### config.mk
export PLATFORM = sky130hd
export DESIGN_NAME = vcap_irq_ctrl
export DESIGN_NICKNAME = d
export VERILOG_FILES = /design/src/rtl/vcap_irq_pkg.sv /design/src/rtl/vcap_sync_edge.sv /design/src/rtl/vcap_evt_reg.sv /design/src/rtl/vcap_irq_ctrl.sv
export SDC_FILE = /design/constraint.sdc
export NUM_CORES = 1
export LEC_CHECK = 0
export BUFFER_PORTS_ARGS = -buffer_cell sky130_fd_sc_hd__buf_2
export CORE_MARGIN = 10
export CORE_UTILIZATION = 30
export DETAILED_ROUTE_END_ITERATION = 6
export GPL_TIMING_DRIVEN = 0
export SKIP_LAST_GASP = 1
export SLEW_MARGIN = 0
export SYNTH_ARGS = -nofsm -noshare
export SYNTH_HDL_FRONTEND = slang
export SYNTH_SLANG_ARGS = --single-unit
### constraint.sdc
create_clock -name clk -period 0.9 [get_ports clk]
set_input_delay 0.18 -clock clk [delete_from_list [all_inputs] [get_ports clk]]
set_output_delay 0.18 -clock clk [all_outputs]
set_load 0.005 [all_outputs]
### src/rtl/vcap_irq_pkg.sv
package vcap_irq_pkg;
   localparam int NUM_EVT   = 4;
   // event bit positions inside every status word
   localparam int EV_FDONE  = 0;
   localparam int EV_OVR    = 1;
   localparam int EV_VS     = 2;
   localparam int EV_HS     = 3;
   // word addresses
   localparam int ADR_RAW   = 0;
   localparam int ADR_ENA   = 1;
   localparam int ADR_MASK  = 2;
   localparam int ADR_CLR   = 3;
endpackage

### src/rtl/vcap_sync_edge.sv
module vcap_sync_edge #(
   parameter int STAGES = 2
) (
   input  logic clk,
   input  logic rst_n,
   input  logic async_in,
   output logic rise,
   output logic fall
);
   logic [STAGES-1:0] chain_q;
   logic              prev_q;
   logic              level;

   generate
      if (STAGES < 2) begin : g_bad
         $error("vcap_sync_edge: STAGES must be at least 2");
      end
   endgenerate

   always_ff @(posedge clk or negedge rst_n) begin
      if (!rst_n) begin
         chain_q <= '0;
         prev_q  <= 1'b0;
      end else begin
         chain_q <= {chain_q[STAGES-2:0], async_in};
         prev_q  <= chain_q[STAGES-1];
      end
   end

   assign level = chain_q[STAGES-1];
   assign rise  = level & ~prev_q;
   assign fall  = ~level & prev_q;

   AST_RISE_SINGLE: assert property (@(posedge clk) disable iff (!rst_n)
      rise |=> !rise);
   AST_FALL_SINGLE: assert property (@(posedge clk) disable iff (!rst_n)
      fall |=> !fall);
endmodule

### src/rtl/vcap_evt_reg.sv
module vcap_evt_reg #(
   parameter int N = 4
) (
   input  logic         clk,
   input  logic         rst_n,
   input  logic [N-1:0] evt,
   input  logic [N-1:0] clr,
   output logic [N-1:0] raw
);
   logic [N-1:0] raw_q;

   // a fresh event outranks a clear of the same bit
   always_ff @(posedge clk or negedge rst_n) begin
      if (!rst_n) raw_q <= '0;
      else        raw_q <= evt | (raw_q & ~clr);
   end

   assign raw = raw_q;

   generate
      for (genvar i = 0; i < N; i++) begin : g_chk
         AST_EVT_WINS: assert property (@(posedge clk) disable iff (!rst_n)
            evt[i] |=> raw_q[i]);
         AST_CLR_DROPS: assert property (@(posedge clk) disable iff (!rst_n)
            (clr[i] && !evt[i]) |=> !raw_q[i]);
      end
   endgenerate
endmodule

### src/rtl/vcap_irq_ctrl.sv
module vcap_irq_ctrl
   import vcap_irq_pkg::*;
#(
   parameter int ADDR_W      = 4,
   parameter int DATA_W      = 32,
   parameter int SYNC_STAGES = 2
) (
   input  logic              clk,
   input  logic              rst_n,
   input  logic              vsync_in,
   input  logic              hsync_in,
   input  logic              ovr_pulse,
   input  logic              cfg_cap_en,
   input  logic              cfg_crop_en,
   input  logic              cfg_vs_at_end,
   input  logic              cfg_hs_at_end,
   input  logic              reg_we,
   input  logic              reg_re,
   input  logic [ADDR_W-1:0] reg_addr,
   input  logic [DATA_W-1:0] reg_wdata,
   output logic [DATA_W-1:0] reg_rdata,
   output logic              irq
);
   localparam int PAD_W = DATA_W - NUM_EVT;

   generate
      if (DATA_W <= NUM_EVT) begin : g_bad_dw
         $error("vcap_irq_ctrl: DATA_W must exceed the event count");
      end
      if (ADDR_W < 2) begin : g_bad_aw
         $error("vcap_irq_ctrl: ADDR_W must be at least 2");
      end
   endgenerate

   logic               vs_rise, vs_fall, hs_rise, hs_fall;
   logic [NUM_EVT-1:0] evt, clr, raw, masked;
   logic [DATA_W-1:0]  ena_q, rd_mux;
   logic               hit_ena, hit_clr;

   vcap_sync_edge #(.STAGES(SYNC_STAGES)) u_vs (
      .clk(clk), .rst_n(rst_n), .async_in(vsync_in),
      .rise(vs_rise), .fall(vs_fall));

   vcap_sync_edge #(.STAGES(SYNC_STAGES)) u_hs (
      .clk(clk), .rst_n(rst_n), .async_in(hsync_in),
      .rise(hs_rise), .fall(hs_fall));

   always_comb begin
      evt           = '0;
      evt[EV_FDONE] = vs_fall & cfg_cap_en & cfg_crop_en;
      evt[EV_OVR]   = ovr_pulse & cfg_cap_en;
      evt[EV_VS]    = cfg_vs_at_end ? vs_fall : vs_rise;
      evt[EV_HS]    = cfg_hs_at_end ? hs_fall : hs_rise;
   end

   assign hit_ena = reg_we && (reg_addr == ADDR_W'(ADR_ENA));
   assign hit_clr = reg_we && (reg_addr == ADDR_W'(ADR_CLR));
   assign clr     = hit_clr ? reg_wdata[NUM_EVT-1:0] : '0;

   vcap_evt_reg #(.N(NUM_EVT)) u_evt (
      .clk(clk), .rst_n(rst_n), .evt(evt), .clr(clr), .raw(raw));

   always_ff @(posedge clk or negedge rst_n) begin
      if (!rst_n)       ena_q <= '0;
      else if (hit_ena) ena_q <= reg_wdata;
   end

   assign masked = raw & ena_q[NUM_EVT-1:0];
   assign irq    = |masked;

   always_comb begin
      case (reg_addr)
         ADDR_W'(ADR_RAW):  rd_mux = {{PAD_W{1'b0}}, raw};
         ADDR_W'(ADR_ENA):  rd_mux = ena_q;
         ADDR_W'(ADR_MASK): rd_mux = {{PAD_W{1'b0}}, masked};
         default:           rd_mux = '0;
      endcase
   end

   always_ff @(posedge clk or negedge rst_n) begin
      if (!rst_n)      reg_rdata <= '0;
      else if (reg_re) reg_rdata <= rd_mux;
   end

   AST_FDONE_GATED: assert property (@(posedge clk) disable iff (!rst_n)
      $rose(raw[EV_FDONE]) |-> $past(cfg_cap_en && cfg_crop_en));
   AST_OVR_GATED: assert property (@(posedge clk) disable iff (!rst_n)
      $rose(raw[EV_OVR]) |-> $past(cfg_cap_en));
   AST_ENA_HOLD: assert property (@(posedge clk) disable iff (!rst_n)
      !hit_ena |=> $stable(ena_q));
endmodule

==> impl_summary.txt <==
----------------------------------------------------
[Status]
  Run status ... finished with violations
  Violated checks ... hold timing, setup timing

[Logic synthesis]
  Top post-synthesis cells by count ... 74 x dfrtp_1, 30 x mux2_4, 29 x a22o_1
  Number of standard cells after synthesis ... 179
  Cell types occupying the most area after synthesis ... dfrtp_1 63%, mux2_4 15%, a22o_1 8.6%
  Distinct cell type count of the synthesized netlist ... 24
  Portion of synthesized cell area occupied by the leading cell type ... 63.0%
  Synthesized Nets ... 226
  Number of enable flip-flop cells after synthesis ... 0
  FFs w/ async S/R, synth ... 100%
  Synthesized area ... 2940 sq um
  Per-instance average area after synthesis ... 16.4 sq um
  Synth Flop Type ... dfrtp_1
  Biggest area consumer among synthesized cells ... dfrtp_1
  Fraction of the yosys area taken by sequential cells ... 63.0%
  Synthesis warning total ... 0
  Number of synthesized register bits ... 74
  Cell with the most instances after synthesis ... dfrtp_1

[Routing]
  Detailed-route wire length ... 7510 um
  Number of antenna-violating nets in the routed design ... 0
  Vias/cell ... 4.47
  Detail-routed net length per standard cell ... 16.6 um
  Vias after detailed routing ... 2,020
  Number of DRC markers after the initial detailed-route iteration ... 62
  Number of iterations in the first detailed-routing pass ... 3
  Remaining routing DRC violations ... 0

[Global route]
  Vias in the first global route ... 2,287
  Global routing met1 resource utilization ... 13.3%
  Grt peak-use layer ... met2
  Total routing resource utilization after global routing ... 10.5%
  Congestion Overflow GR ... 0
  Met3 demand-to-capacity share in global routing ... 4.53%
  Largest net degree at the start of global routing ... 41
  Antenna violations before repair ... 0
  Wire length of the first global-routing pass ... 12,000 um
  Met2 global-route usage ... 16.3%

[Power]
  Sw Share ... 24.3%
  Logic pwr share ... 16.4%
  Sequential Power Share ... 51.4%
  VDD IR max ... 0.837 mV
  Int Pwr ... 5.84 mW
  Power per cell area ... 1810 nW/um^2
  Relative contribution of the clock network to total power ... 32.2%
  Net switching power of the design ... 1.88 mW
  Leakage ... 2.27 nW

[Layout]
  Final cell utilization of the core ... 44.2%
  Share of cells above drive strength 1 ... 59.6%
  Nets@finish ... 362
  Number of inserted filler cells in the final layout ... 919
  Non-filler instance count after layout ... 452
  Area growth from synthesis to layout ... 45.0%
  Antenna cell count ... 0

[Die]
  Num ports ... 80
  Core Rows ... 36
  Die outline height ... 119 um
  Die footprint ... 14,200 sq um
  Floorplan Core Area ... 9640 sq um
  Die Wd ... 119 um
  Initial standard-cell utilization of the core ... 30.5%

[Placement]
  Port Buffers ... 79
  Placed cell count ... 392
  Worst setup slack after placement ... -0.499 ns
  Placed wire-length estimate after detailed placement ... 5080 um
  Weighted congestion reported at the end of routability-driven placement ... 0.738

[Worst setup path]
  Cell with the largest stage delay on the worst path ... dfrtp_1
  Cells traversed along the worst timing path ... nand2_2 > nand4_1 > buf_2
  Count of buffering cells on the critical path with inverters included ... 1
  Delay contributed by the slowest stage of the critical path ... 0.42 ns
  CP startpoint kind ... flip-flop
  Top cell family by delay on the critical path ... flip-flops
  Required time of the worst setup path ... 0.72 ns
  Maximum fanout along the worst path ... 2
  Critical Path Sink Type ... output pin
  Worst Setup Path Type ... reg2out
  Critical Path AT ... 1.08 ns

[Timing]
  Final Hold Vio Count ... 34
  Count of endpoints failing setup in the final report ... 58
  Final cycle utilization of the critical path ... 140%
  Setup repair after global routing missed its margin ... true
  Worst max-slew margin expressed relative to the limit ... 68.2%
  Sum of negative setup slack ... -5.75 ns
  Fmax ... 0.794 GHz
  Final critical path time including I/O delays and setup ... 1.26 ns
  Slew at the pin closest to its max-slew limit ... 0.477 ns
  Final setup margin ... -0.360 ns
  WHS ... -0.211 ns
  Worst clock skew ... 0.00891 ns
  Pins Over Slew Limit ... 0

[Clock tree]
  Maximum clock path buffer count ... 2
  Total number of H-tree levels ... 3
  Hold buffer count at CTS ... 2
  Root buffer cell ... clkbuf_8
  Insertion delay of the later-clocked pin in the worst-skew pair ... 0.33 ns
  Clock tree sinks ... 74
  Clock slew at reported path FFs ... 0.08 ns
  TritonCTS clock tree ... yes
  Inserted Clock Buffers ... 9

[Min path]
  Hold crit path type ... in2async

[Job]
  Total of max-cap violations ... 0

----------------------------------------------------
## cell type report
type,instances,area (sq um),area share [%]
sequential,74,1850,43.5
multi-input combinational,94,1050,24.5
timing repair buffer,127,913,21.4
tap,133,166,3.90
clock buffer,10,128,2.99
buffer,8,96.3,2.26
clock inverter,5,56.3,1.32
inverter,1,3.75,0.0881
## cell usage in the layout, fill, tap and decap left out, drive strengths merged, types with 2 or more instances in the layout
master	count
nor3b	2
mux2	32
clkbuf	15
dfrtp	74
a22o	29
dlygate4sd3	2
mux2i	4
buf	128
o22a	4
o2bb2ai	4
clkinv	3
nand4	5
nand2	4
## stage by stage
step | instance area, sq um | power [mW]
CTS | 4110 | 7.76
detailed placement | 3550 | 5.09
floorplan | 2970 | 4.67
global placement | 3530 | 5.04
global route | 4260 | 8.15
finish | 4260 | 7.72
## routing by layer
layer	vias to the layer above	wire length, um
met5	-	0
met4	0	56
met3	7	466
met2	48	3520
met1	1015	3470
li1	950	-
## power by group through the flow
| stage | clock (mW) | sequential [mW] | combinational (mW) |
|---|---|---|---|
| 4_1_cts | 2.59 | 3.96 | 1.21 |
| 3_3_place_gp | 0 | 4.02 | 1.02 |
| 3_5_place_dp | 0 | 4.04 | 1.05 |
| 5_1_grt | 2.74 | 4.02 | 1.38 |
| 2_1_floorplan | 0 | 3.98 | 0.699 |
| 6_report | 2.48 | 3.97 | 1.27 |
## sequential cells by signal, summed over array words and instances, names as in the netlist
name / count
u_hs.chain_q: 2
u_evt.raw: 4
u_vs.prev_q: 1
ena_q: 32
u_hs.prev_q: 1
u_vs.chain_q: 2
reg_rdata: 32
## worst register-to-register path, delay by kind of cell (launching register included)
kind                   cells  cell delay, ns
AOI/OAI and AO/OA          2            0.22
DFF                        1            0.42
buffers and inverters      2            0.23
muxes                      1            0.12
## logic make-up (layout without fill, tap and decap cells)
family / count (synthesis) / in the layout / share of synthesized area, %
DFF: 74 / 74 / 63.0
buffers and inverters: 11 / 151 / 2.94
AOI/OAI and AO/OA: 40 / 40 / 12.0
muxes: 36 / 36 / 17.5
and+or+nand+nor: 18 / 18 / 4.60
## path summary, 6_finish.rpt
| kind | startpoint | end | slack [ns] | depth (start not counted) |
|---|---|---|---|---|
| max | u_evt.raw[1] | irq | -0.36 | 3 |
| min | rst_n | reg_rdata[27] | -0.21 | 1 |
| max reg2reg | u_evt.raw[1] | reg_rdata[1] | -0.21 | 5 |
| min reg2reg | u_hs.chain_q[0] | u_hs.chain_q[1] | 0.35 | 0 |
| max in group asynchronous | rst_n | ena_q[10] | 0.52 | 2 |
| min in group clk | reg_wdata[24] | ena_q[24] | 0.07 | 2 |
## timing repair
action / CTS / global route
endpoints found under the hold margin: 36 / 34
gates resized for setup: 14 / 21
pin swaps: 7 / 10
buffers inserted: 33 / 15
setup endpoints to repair: 86 / 95
gates cloned: 2 / 2
Power figures use the tool's default switching activity.
